`src/rtl/bus_err_log.sv`:
```
module bus_err_log #(
  parameter int LW_W   = 32,
  parameter int N_LW   = 4,
  parameter int ADDR_W = 4,
  parameter logic [ADDR_W-1:0] STAT_OFS = 0,
  parameter logic [ADDR_W-1:0] CAP_OFS  = 1
) (
  input  logic                 clk,
  input  logic                 rst_n,
  input  logic                 ca_valid,
  input  logic                 wd_valid,
  input  logic                 rd_valid,
  input  logic                 is_cmdr,
  input  logic                 is_resp,
  input  logic                 is_byst,
  input  logic                 ack,
  input  logic [N_LW*LW_W-1:0] lw_data,
  input  logic [N_LW-1:0]      lw_par,
  input  logic                 diag_err,
  input  logic [ADDR_W-1:0]    csr_addr,
  input  logic                 csr_we,
  input  logic [2*LW_W-1:0]    csr_wdata,
  output logic [2*LW_W-1:0]    csr_rdata
);
  localparam int CAP_W = 2*LW_W;
  localparam int ST_W  = 6;
  localparam int B_RD  = 0;
  localparam int B_WD  = 1;
  localparam int B_CA  = 2;
  localparam int B_WDM = 3;
  localparam int B_CAM = 4;
  localparam int B_DG  = 5;
  localparam logic [CAP_W-1:0] SBO_MASK = (CAP_W'(3) << LW_W) | CAP_W'(3);

  logic [ST_W-1:0]  st_q, st_set, st_clr;
  logic [CAP_W-1:0] cap_q;
  logic [N_LW-1:0]  lw_bad;
  logic             bad_even, frozen, cap_load;

  genvar g;
  generate
    for (g = 0; g < N_LW; g++) begin : g_lane
      if (g % 2 == 0) begin : g_chk
        assign lw_bad[g] = ^{lw_par[g], lw_data[g*LW_W +: LW_W]};
      end else begin : g_skip
        logic unused_lane;
        assign unused_lane = ^{lw_par[g], lw_data[g*LW_W +: LW_W]};
        assign lw_bad[g] = 1'b0;
      end
    end
  endgenerate

  logic unused_wdata;
  assign unused_wdata = ^csr_wdata[CAP_W-1:ST_W];

  assign bad_even = |lw_bad;
  assign frozen   = |st_q[B_CA:B_RD];

  assign st_set[B_RD]  = rd_valid && is_cmdr && bad_even;
  assign st_set[B_WD]  = wd_valid && (is_resp || is_byst) && bad_even && !frozen;
  assign st_set[B_CA]  = ca_valid && bad_even && !frozen;
  assign st_set[B_WDM] = wd_valid && ((is_resp || is_byst) && bad_even && frozen || is_cmdr && !ack);
  assign st_set[B_CAM] = ca_valid && (bad_even && frozen || is_cmdr && !ack);
  assign st_set[B_DG]  = diag_err;

  assign st_clr   = (csr_we && csr_addr == STAT_OFS) ? csr_wdata[ST_W-1:0] : '0;
  assign cap_load = ca_valid && !frozen && (is_cmdr && ack || bad_even);

  always_ff @(posedge clk) begin
    if (!rst_n) begin
      st_q      <= '0;
      cap_q     <= '0;
      csr_rdata <= '0;
    end else begin
      st_q <= (st_q & ~st_clr) | st_set;
      if (cap_load) cap_q <= lw_data[CAP_W-1:0];
      if (csr_addr == STAT_OFS)
        csr_rdata <= {{(CAP_W-ST_W){1'b0}}, st_q};
      else if (csr_addr == CAP_OFS)
        csr_rdata <= cap_q | SBO_MASK;
      else
        csr_rdata <= '0;
    end
  end

  p_freeze_hold_r8: assert property (@(posedge clk) disable iff (!rst_n)
    (|st_q[B_CA:B_RD]) |=> $stable(cap_q));

  p_rd_flag_r4: assert property (@(posedge clk) disable iff (!rst_n)
    $rose(st_q[B_RD]) |-> $past(rd_valid && is_cmdr));

  p_ca_unack_r7: assert property (@(posedge clk) disable iff (!rst_n)
    (ca_valid && is_cmdr && !ack) |=> st_q[B_CAM]);

  p_diag_flag_r10: assert property (@(posedge clk) disable iff (!rst_n)
    $rose(st_q[B_DG]) |-> $past(diag_err));

  p_sbo_ones_r9: assert property (@(posedge clk) disable iff (!rst_n)
    ($past(rst_n) && $past(csr_addr) == CAP_OFS) |-> (&csr_rdata[1:0] && &csr_rdata[LW_W+1:LW_W]));

  p_set_wins_r2: assert property (@(posedge clk) disable iff (!rst_n)
    diag_err |=> st_q[B_DG]);
endmodule

```
`config.mk`:
```
export PLATFORM = sky130hd
export DESIGN_NAME = bus_err_log
export DESIGN_NICKNAME = d
export VERILOG_FILES = /design/src/rtl/bus_err_log.sv
export SDC_FILE = /design/constraint.sdc
export NUM_CORES = 1
export LEC_CHECK = 0
export CORE_MARGIN = 2
export CORE_UTILIZATION = 30
export DETAILED_ROUTE_END_ITERATION = 10
export PLACE_DENSITY = 0.71
export SYNTH_ARGS = -nofsm -noshare
export SYNTH_HDL_FRONTEND = slang
export SYNTH_SLANG_ARGS = --single-unit
```
`constraint.sdc`:
```
create_clock -name clk -period 3.18 [get_ports clk]
set_input_delay 0.636 -clock clk [delete_from_list [all_inputs] [get_ports clk]]
set_output_delay 0.636 -clock clk [all_outputs]
set_load 0.05 [all_outputs]
```
==> results of run 1 <==
[state kept, by name, summed over array words and instances, names as in the netlist]
register,cells
cap_q,60
csr_rdata,63
st_q,6
[layer usage]
metal | wire (µm) | track usage, % | vias up | share of wire, %
li1 | - | - | 1948 | -
met1 | 5000 | 16.2 | 1660 | 44
met2 | 5270 | 21.6 | 113 | 47
met3 | 842 | 5.56 | 14 | 7.5
met4 | 167 | 5.26 | 2 | 1.5
met5 | 11 | 0 | - | 0.097
[layout make-up]
cell class,instances,share of cell area (%)
clock inverter,6,0.758
tap,220,3.63
timing repair buffer,190,25.4
multi-input combinational,343,29.9
sequential,129,34.0
clock buffer,24,6.35
[cell usage in the layout, fill, tap and decap left out, types with 6 or more instances in the layout]
cell / count
clkdlybuf4s50_1: 179
and2_1: 57
xor2_1: 6
clkbuf_16: 17
xnor2_1: 52
dfxtp_1: 129
buf_4: 7
nand2_1: 128
nor2_1: 8
mux2i_1: 64
[worst max-delay path by stage]
stage / from / to / cells past startpoint
floorplan: lw_data[26] / cap_q[10]$_SDFFE_PN0P_ / 9
global placement: lw_data[1] / cap_q[24]$_SDFFE_PN0P_ / 10
detailed placement: lw_data[1] / cap_q[48]$_SDFFE_PN0P_ / 10
CTS: lw_data[1] / cap_q[48]$_SDFFE_PN0P_ / 10
global route: lw_data[1] / cap_q[48]$_SDFFE_PN0P_ / 10
finish: lw_data[1] / cap_q[48]$_SDFFE_PN0P_ / 10
[cells in the mapped netlist (all sizes together)]
master,n
nand3,1
nor3,2
a31oi,1
dfxtp,129
and2,57
xor2,6
xnor3,2
xnor2,54
clkbuf,21
nand2,128
a22o,1
nor2b,2
a21oi,4
and3,1
buf,8
o21a,3
o31ai,2
o31a,1
a21boi,3
and3b,1
o211ai,1
nor2,8
or3,1
mux2i,64
[cells by family after synthesis]
| logic type | count (synthesis) | share of synthesized area (%) |
|---|---|---|
| DFF | 129 | 51.1 |
| and+or+nand+nor | 201 | 18.1 |
| AOI/OAI and AO/OA | 16 | 2.20 |
| muxes | 64 | 12.7 |
| xor gates and xnor gates | 62 | 11.6 |
| buffers and inverters | 29 | 4.31 |
[metrics by stage]
step                cell area, µm²  hold slack [ps]  setup slack [ps]  util [%]
global route                  7590              463              88.0      45.9
global placement              7050              433              -218      42.7
floorplan                     5050              430               715         -
CTS                           7590              448               190      45.9
detailed placement            7050              439              -234      42.7
finish                        7590              449               253      45.9
[worst max-delay path, cell delays in order]
cell and delay (ps):
clkdlybuf4s50_1 410, xnor2_1 240, buf_4 160, xnor2_1 120, xnor2_1 160, xnor3_1 460, xnor2_2 190, a31oi_4 390
buf_12 240, mux2i_1 230
[where the power goes]
part	internal, mW	switching [mW]	total, mW	leakage [nW]
combinational	0.921	0.794	1.72	1.59
sequential	1.94	0.134	2.07	1.05
clock	1.12	0.656	1.78	0.266
==> summary.txt, run 1 <==
CTS
  – CTS Hold Bufs: 0
  – Setup Fix Bufs, Post-CTS: 0
  – Clk buf depth: 2
  – H-Tree Level Count: 4
  – Num CTS Buffers: 17
  – CTS tree: done
  – Clk Tree Root Cell: clkbuf_16
  – Clk_lat worst skew: 410 ps
  – Cts repair resizes: 0
  – CTS sink count: between 100 and 150
  – Worst-path clk slew: around 50 ps

STA
  – Setup_tns: 0 ps
  – Final setup violation count: 0
  – Unrepaired setup endpoints after global routing: no
  – Max Clk Rate: between 300 and 400 MHz
  – Max-slew headroom: a little under three fifths
  – Max-slew violation count: 0
  – Number of hold violations in the final report: 0
  – Crit path time final: about 3000 ps
  – Slew @ Worst Pin: a little under 700 ps
  – Clock Skew: 12.4 ps
  – Final period utilization: between 90 and 100%

Floorplan
  – Num rows: 47
  – # IOs: about 280
  – Core ar.: ~0.017 mm²
  – Initial core utilization: between 30% and 40%
  – Die W: approximately 130 µm
  – Die H: approximately 130 µm
  – Die Footprint: approximately 0.018 mm²

Synthesis
  – Top cells by area, synth: dfxtp_1 (51%), mux2i_1 (13%), nand2_1 (9.5%)
  – Syn Nets: 712
  – Post-synthesis sequential area ratio: approximately half
  – Post-synthesis cell type with the largest combined area: dfxtp_1
  – Synth Cell Area: 0.00505 mm²
  – Yosys warning count: 0
  – Area fraction of the dominant cell type after synthesis: between 50% and 60%
  – Seq cells post-synth: 129
  – Library cells used by synthesis: 27
  – Post-Syn Instances: around 500
  – Average size of a mapped cell: 10.1 µm²

Setup path
  – Crit end category: register
  – Critical path startpoint category: input port
  – Critical path class: input port to register
  – R2r endpoint: cap_q[48]$_SDFFE_PN0P_
  – Worst Reg-to-Reg Cells: 5
  – Critical Path RT: 3500 ps
  – Reg-to-Reg Start: st_q[2]$_SDFF_PN0_
  – Crit Path Max Fanout: 19
  – Worst EP arrival: around 3300 ps
  – Reg-to-reg setup timing slack: ~1400 ps

Detailed routing
  – Wire length per cell: about 12 µm
  – Post-route ant nets: 0
  – 1st-iter DRT viols: ~120
  – Final wirelength: around 11000 µm
  – TritonRoute pass-1 iters: 5
  – Via count of the routed design: 3737
  – Remaining DRCs: 0
  – Via-per-instance ratio: around 4.1

Final layout
  – Area Overhead vs Synth: 50.2%
  – Filler cells: between 1500 and 2000
  – Layout Cells excl Fill: about 910
  – Multi-input gate area: ~0.0023 mm²
  – Seq. cell area: approximately 0.0026 mm²
  – Nets: 892
  – N_diodes: 0
  – Share of post-route cells with drive strength above 1: under 10%

Placement
  – Dpl cells: between 800 and 900
  – GP Congestion: 0.745
  – Detailed placement HPWL: about 8200 µm
  – Number of port buffers: between 150 and 200

Global route
  – Largest net degree at the start of global routing: 71
  – Initial antenna violation count: 1
  – First-pass GRT wire length: between 15000 and 20000 µm
  – Tot GR Track Use: between 10% and 20%
  – Vias in the first global route: a little under 4000
  – GRT Residual Overflow: 0

Worst hold path
  – Hold depth: 1
  – HP Start: cap_q[18]$_SDFFE_PN0P_
  – Worst hold path endpoint: csr_rdata[18]$_SDFF_PP0_
  – Worst min-delay path class: register to register

Power
  – P_leak: 2.91 nW
  – Worst ir drop on vdd: 0.366 mV
  – Pwr Total: between 5 and 6 mW
  – PD cells: about 730 mW/mm²

Run
  – MaxCap Viol Count: 0

Status
  – Status: completed
Power figures use the tool's default switching activity.
==> inputs of run 2 (changes only) <==
PLACE_DENSITY = unset   (was 0.71)
==> summary.txt, run 2 (same netlist as run 1, synthesis figures left out) <==
Status
  – Status: completed

Final layout
  – Share of post-route cells with drive strength above 1: under 10%
  – Core Util, Final: 46.7%
  – Commonest non-fill, non-tap cells in the layout: clkdlybuf4s50_1 (179), dfxtp_1 (129), nand2_1 (128), mux2i_1 (64), and2_1 (57)
  – Largest register FFs: 63
  – Nets: around 900
  – Post-layout instance area: just under 0.008 mm²
  – Layout Cells excl Fill: 918
  – Commonest non-fill, non-tap cell in the layout: clkdlybuf4s50_1
  – Top reg by flops: csr_rdata
  – Biggest regs: csr_rdata (63), cap_q (60), st_q (6)
  – Area Overhead vs Synth: 52.6%
  – Filler cells: between 1500 and 2000
  – N_diodes: 0

STA
  – Max Clk Rate: 358 MHz
  – Max-slew headroom: between 60% and 70%
  – Worst setup margin: roughly 390 ps
  – Clock Skew: around 6.8 ps
  – Final setup violation count: 0
  – Worst Hold Slack: approximately 440 ps
  – Unrepaired setup endpoints after global routing: no
  – Crit path time final: 2790 ps
  – Final period utilization: between 80% and 90%
  – Slew @ Worst Pin: between 500 and 600 ps
  – Number of hold violations in the final report: 0
  – Max-slew violation count: 0

Global route
  – Tot GR Track Use: 13.6%
  – Vias in the first global route: between 3000 and 4000
  – First-pass GRT wire length: 19100 µm
  – Initial antenna violation count: 0
  – GRT Residual Overflow: 0
  – Largest net degree at the start of global routing: 53

Worst hold path
  – Worst min-delay path class: register to register

Setup path
  – Setup crit end: cap_q[46]$_SDFFE_PN0P_
  – R2r endpoint: cap_q[46]$_SDFFE_PN0P_
  – Worst EP arrival: between 3000 and 4000 ps
  – Crit Path Max Fanout: 17
  – Reg-to-reg setup timing slack: 1460 ps
  – Worst Setup SP: lw_data[31]
  – Critical path startpoint category: input port
  – Reg-to-Reg Start: st_q[2]$_SDFF_PN0_
  – Critical path class: input port to register
  – Worst Reg-to-Reg Cells: 6
  – Crit end category: register
  – Critical Path RT: ~3500 ps

Power
  – P_leak: roughly 3 nW
  – PD cells: about 760 mW/mm²
  – Worst ir drop on vdd: about 0.38 mV

Detailed routing
  – TritonRoute pass-1 iters: 4
  – Final wirelength: 11600 µm
  – Wire length per cell: approximately 13 µm
  – Via count of the routed design: 3866
  – Post-route ant nets: 0
  – 1st-iter DRT viols: around 120
  – Remaining DRCs: 0
  – Via-per-instance ratio: roughly 4.2

Run
  – MaxCap Viol Count: 0

CTS
  – Setup Fix Bufs, Post-CTS: 0
  – Worst-path clk slew: ~60 ps
  – CTS sink count: 129
  – H-Tree Level Count: 4
  – Clk_lat worst skew: between 400 and 500 ps
  – Num CTS Buffers: 17
  – Clk buf depth: 2
  – CTS tree: done
  – CTS Hold Bufs: 0
  – Cts repair resizes: 0
  – Clk Tree Root Cell: clkbuf_16

Placement
  – Place WS: -52.5 ps
  – Dpl cells: ~890
  – Area after DPL: approximately 0.0071 mm²
  – Number of port buffers: 180
  – Detailed placement HPWL: approximately 8600 µm
  – GP Congestion: 0.773

Floorplan
  – Die H: about 130 µm
  – # IOs: 275
  – Die W: about 130 µm
  – Num rows: 47
  – Initial core utilization: a little under a third
  – Die Footprint: around 0.018 mm²
  – Core ar.: roughly 0.017 mm²
-- run 2: cell types whose count changed in the layout (fill, tap and decap cells not counted), sizes merged --
cell,delta
clkinv,-1
bufinv,+2
clkinvlp,+4
buf,+4
clkbuf,-5
inv,+2
-- run 2: area by class of cell --
type,count,area [µm²],area share (%)
well taps,220,275,3.57
flip-flops and latches,129,2580,33.5
repair buffers,194,1980,25.7
multi-input cells,343,2270,29.4
clock buffers,19,443,5.74
clock inverters,13,160,2.08
-- run 2: per-layer routing --
| metal | routed length, µm | GRT usage (%) |
|---|---|---|
| met4 | 158 | 4.49 |
| met1 | 5080 | 15.6 |
| met3 | 858 | 5.67 |
| met2 | 5520 | 22.9 |
| met5 | 0 | 0 |
-- run 2: per-stage QoR --
step	total power [mW]	setup TNS (ps)
finish	5.88	0
floorplan	3.46	0
detailed placement	3.97	-648
global route	6.20	0
CTS	5.97	0
global placement	3.93	-711
-- run 2: power breakdown --
group          total [mW]  internal (mW)  switching, mW
logic                1.83           1.02          0.809
registers            2.08           1.94          0.140
clock network        1.98           1.25          0.724
total                5.88           4.21           1.67
-- run 2: worst min-delay path by stage --
stage	startpoint	end	slack, ps	cells past startpoint
global route	cap_q[26]$_SDFFE_PN0P_	csr_rdata[26]$_SDFF_PP0_	460	1
finish	cap_q[55]$_SDFFE_PN0P_	csr_rdata[55]$_SDFF_PP0_	440	1
global placement	cap_q[44]$_SDFFE_PN0P_	csr_rdata[44]$_SDFF_PP0_	440	1
floorplan	cap_q[10]$_SDFFE_PN0P_	csr_rdata[10]$_SDFF_PP0_	430	1
CTS	cap_q[55]$_SDFFE_PN0P_	csr_rdata[55]$_SDFF_PP0_	450	1
detailed placement	cap_q[26]$_SDFFE_PN0P_	csr_rdata[26]$_SDFF_PP0_	440	1
-- run 2: critical path, stage by stage --
cell	delay, ps
clkdlybuf4s50_1	510
xnor2_1	130
buf_4	140
xnor2_1	120
xnor2_1	140
xnor3_1	450
xnor2_2	190
a31oi_4	270
buf_4	170
buf_12	170
mux2i_1	210
